--- src/rtl/hdlc_fsf.sv ---
module hdlc_fsf #(
  parameter int DEPTH  = 10,
  parameter int CNT_W  = 14,
  parameter int STAT_W = 5,
  localparam int ENT_W = CNT_W + STAT_W,
  localparam int PTR_W = $clog2(DEPTH),
  localparam int OCC_W = $clog2(DEPTH + 1)
) (
  input  logic              clk,
  input  logic              rst_n,
  input  logic              en_i,
  input  logic              flag_i,
  input  logic              byte_i,
  input  logic [STAT_W-1:0] stat_i,
  input  logic              rd_i,
  input  logic              ovf_clr_i,
  output logic [ENT_W-1:0]  head_o,
  output logic              empty_o,
  output logic              full_o,
  output logic [OCC_W-1:0]  count_o,
  output logic              ovf_o
);
  localparam logic [CNT_W-1:0] BC_MAX = '1;
  localparam logic [PTR_W-1:0] LAST   = PTR_W'(DEPTH - 1);
  localparam logic [OCC_W-1:0] FULLV  = OCC_W'(DEPTH);

  logic [ENT_W-1:0] mem [DEPTH];
  logic [PTR_W-1:0] wp, rp;
  logic [OCC_W-1:0] occ;
  logic [CNT_W-1:0] bc;
  logic             in_frame;

  wire pop   = en_i && rd_i && (occ != '0);
  wire close = en_i && flag_i && in_frame && (bc != '0);
  wire push  = close && ((occ != FULLV) || pop);
  wire drop  = close && !push;

  always_ff @(posedge clk) begin
    if (!rst_n || !en_i) begin
      wp <= '0;
      rp <= '0;
      occ <= '0;
      bc <= '0;
      in_frame <= 1'b0;
    end else begin
      if (flag_i) begin
        bc <= '0;
        in_frame <= 1'b1;
      end else if (byte_i && in_frame && bc != BC_MAX) begin
        bc <= bc + 1'b1;
      end
      if (push) wp <= (wp == LAST) ? '0 : wp + 1'b1;
      if (pop)  rp <= (rp == LAST) ? '0 : rp + 1'b1;
      if (push && !pop)      occ <= occ + 1'b1;
      else if (pop && !push) occ <= occ - 1'b1;
    end
  end

  always_ff @(posedge clk) begin
    if (push) mem[wp] <= {stat_i, bc};
  end

  always_ff @(posedge clk) begin
    if (!rst_n)         ovf_o <= 1'b0;
    else if (drop)      ovf_o <= 1'b1;
    else if (ovf_clr_i) ovf_o <= 1'b0;
  end

  assign head_o  = mem[rp];
  assign count_o = occ;
  assign empty_o = (occ == '0);
  assign full_o  = (occ == FULLV);
endmodule


--- config.mk ---
export PLATFORM = sky130hd
export DESIGN_NAME = hdlc_fsf
export DESIGN_NICKNAME = d
export VERILOG_FILES = /design/src/rtl/hdlc_fsf.sv
export SDC_FILE = /design/constraint.sdc
export NUM_CORES = 1
export LEC_CHECK = 0
export BUFFER_PORTS_ARGS = -buffer_cell sky130_fd_sc_hd__buf_2
export CAP_MARGIN = 20
export CORE_MARGIN = 3
export CORE_UTILIZATION = 54
export DETAILED_ROUTE_END_ITERATION = 6
export PLACE_DENSITY = 0.79
export SETUP_SLACK_MARGIN = 0.02
export SLEW_MARGIN = 20
export SYNTH_ARGS = -nofsm -noshare
export SYNTH_HDL_FRONTEND = slang
export SYNTH_SLANG_ARGS = --single-unit
--- constraint.sdc ---
create_clock -name clk -period 3.9 [get_ports clk]
set_input_delay 0.39 -clock clk [delete_from_list [all_inputs] [get_ports clk]]
set_output_delay 0.39 -clock clk [all_outputs]
set_load 0.005 [all_outputs]
==> results.toml <==
[run_status]
outcome = "finished, final reports clean"

[sta]
finalSetupTns_ns = 0
finalCritPeriodShare_pct = 78.7
clock.fmax_mhz = 326
setup_viol = 0
slew-limit-headroom_pct = 55.1
timing.final.crit_period_ns = 3.07
worstMarginPinSlew_ns = 0.667
clock_skew_ns = 0.0199
grt_setup_unrepaired = "false"
maxSlewViolCount = 0
hold_viol_final = 0

[floorplanning]
num_rows = 46
chipWidth_um = 134
dieArea_sq_mm = 0.0180
start_util_pct = 55.6
pin_count = 38
core_area_sq_mm = 0.0160
die_y_um = 134

[place]
io_buffers = 37
dpl-instance-area_sq_mm = 0.00941
dp.final_hpwl_mm = 10.1
place_congestion = 0.838

[global_routing]
grt_pass1_vias = 5246
grt_pass1_wl_mm = 28.9
antenna_found_initial = 0
grt_max_degree = 37
grt_usage_pct = 20.7
grt_overflow_total = 0

[synthesis]
yosysSeqAreaShare_pct = 71.4
synth-edff-count = 190
synth-simple-area-share_pct = 9.00
async_flop_share_pct = 0
synthCells = 540
synth-seq-cells = 222
synth_mux_area_share_pct = 9.96
syn_nets = 558
synthDistinctLibCells = 54
synth.largest_area_cell = "edfxtp_1"
avgSynthCellArea_sq_um = 16.5
ys_warn_count = 0
synth_top_area_share_pct = 64.2
synth_compound_area_share_pct = 6.23
syn_area_sq_mm = 0.00889
synth_top_family_by_area = "multiplexers"
yosys-top-cells-area = "edfxtp_1, mux4_2, dfxtp_1, a22oi_1, o211ai_1"
synth_xor_area_share_pct = 0.492
synthAdderAreaFrac_pct = 0.929
synth_flop_cell = "edfxtp_1"

[setup_path]
crit_type = "reg2reg"
endpoint_kind = "register"
startpoint_type = "register"
slowest_stage = "dfxtp_1"
worstPathCellList = "inv_1 -> ha_1 -> nor4b_1 -> nand4_1 -> nand2_2 -> inv_1 -> ha_1 -> inv_1 -> ha_1 -> a21oi_1 -> a211oi_1 -> o21ai_0 -> o31ai_1"
critPathArrivalTime_ns = 3.44
startpoint = "bc[1]$_SDFFE_PP0P_"
reg2reg_from = "bc[1]$_SDFFE_PP0P_"
cp_data_required_time_ns = 4.27
slowest_delay_ns = 0.44
crit_family = "simple AND/OR/NAND/NOR gates"
cp.buffers_inverters = 3
crit_fanout = 13

[power]
seq_power_share_pct = 55.0
switching_share_pct = 18.5
p_per_area_mw_per_mm2 = 458
p_leak_uw = 0.00344
power_frac_clock_pct = 44.5
power_frac_comb_pct = 0.5
internal_power_uw = 3780
p_switching_uw = 859
vdd_drop_max_uv = 281

[drt]
routed_via_density = 6.14
route.detailed.drc = 0
wl_per_cell_um = 22.3
dr_total_vias = 5048
first_iter_violations = 468
postRouteAntennaNets = 0
dr.pass1.iters = 4
totalWireLength_mm = 18.3

[layout]
final_cell_area_sq_mm = 0.0101
nets = 608
n_antenna_cell = 0
final_layout_size_suffix_gt1_share_pct = 23.4
final_cell_mix = "edfxtp_1, mux4_2, buf_2, nand2_1, dfxtp_1"
areaGrowthSynthToFinish_pct = 13.7
final_common_cell = "edfxtp_1"

[clocking]
cts.sinks = 222
cts_resized = 0
cts.clk_slew.worst_paths_ns = 0.07
cts_buffer_depth = 3
root_buffer = "clkbuf_16"
insertion_delay_ns = 0.50
ctsHoldBuffers = 0
cts_setup_buffers = 0
htree_num_levels = 1
numCtsBuffers = 23
cts_tree = "built"

[hold_path]
hp-class = "in2reg"
hp-start = "rst_n"

[run]
maxCapViolCount = 0
## cells by family (layout without fill, tap and decap cells)
group                    after synthesis  after routing
multiplexers                          41             41
buffers and inverters                 40            106
XOR/XNOR                               5              5
AND/OR/NAND/NOR                      145            145
flip-flops                           222            222
AO/OA/AOI/OAI                         81             81
adder cells (fa/ha/maj)                6              6
## cells in the mapped netlist, types with 5 or more instances
cell and count:
o211ai_1 19, nor3_1 5, a21oi_1 14, o21ai_0 11, edfxtp_1 190, or3_1 5, nor2_1 21, nand2_1 35
buf_2 5, nand4_1 7, nand2b_1 21, clkbuf_1 16, nand3_1 10, nor4_1 10, mux4_2 38, dfxtp_1 32
ha_1 5, a22oi_1 19, inv_1 11
## sequential cells by signal, indices dropped and copies added, names as in the netlist, named ones only
| register | count |
|---|---|
| in_frame | 1 |
| wp | 4 |
| bc | 14 |
| rp | 4 |
| mem | 190 |
| ovf_o | 1 |
| count_o | 4 |
## area by class of cell
class	instances	area, sq um
Clock buffer	32	609
Clock inverter	9	93.8
Fill cell	1144	5890
Inverter	11	41.3
Multi-Input combinational cell	278	2420
Sequential cell	222	6350
Tap cell	216	270
Timing Repair Buffer	54	325
## metrics by stage
stage | power, uW | std cells | setup WS (ns) | util (%) | hold slack (ns)
finish | 4630 | 822 | 0.832 | 63.2 | 0.112
global route | 4770 | 822 | 0.551 | 63.2 | 0.132
CTS | 4660 | 822 | 0.814 | 63.2 | 0.108
detailed placement | 2620 | 781 | 0.832 | 58.8 | 0.502
global placement | 2620 | 781 | 1.01 | 58.8 | 0.491
floorplan | 2610 | 540 | 0.162 | - | 0.467
## worst reg2reg max path, delay by kind of cell (launching register included)
kind | cells | cell delay (ns)
buffers and inverters | 3 | 0.35
adders and majority gates | 3 | 0.67
and+or+nand+nor | 3 | 0.94
AOI/OAI and AO/OA | 4 | 0.56
DFF | 1 | 0.44
## worst paths after layout
path / endpoint / slack [ns] / depth (start not counted)
hold reg to reg: count_o[3]$_SDFFE_PP0P_ / 0.52 / 2
hold / removal: ovf_o$_SDFFE_PN0P_ / 0.11 / 2
setup reg to reg: count_o[3]$_SDFFE_PP0P_ / 0.83 / 13
setup / recovery: count_o[3]$_SDFFE_PP0P_ / 0.83 / 13
## power groups by stage
stage / registers, uW / clock network (uW) / logic [uW]
after floorplan: 2600 / 0 / 10.6
after global placement: 2600 / 0 / 24.3
after detailed placement: 2600 / 0 / 25.5
after CTS: 2550 / 2090 / 25.5
after global routing: 2550 / 2190 / 29.0
final: 2550 / 2060 / 25.5
## layer usage
layer	part of all wire (%)	global-route usage [%]	wire length, um
met1	40	29.3	7350
met4	3.7	7.81	671
met5	0	0	0
met2	49	33.1	8910
met3	7.7	3.15	1420
Note: power is estimated with default switching activity, not from simulation.
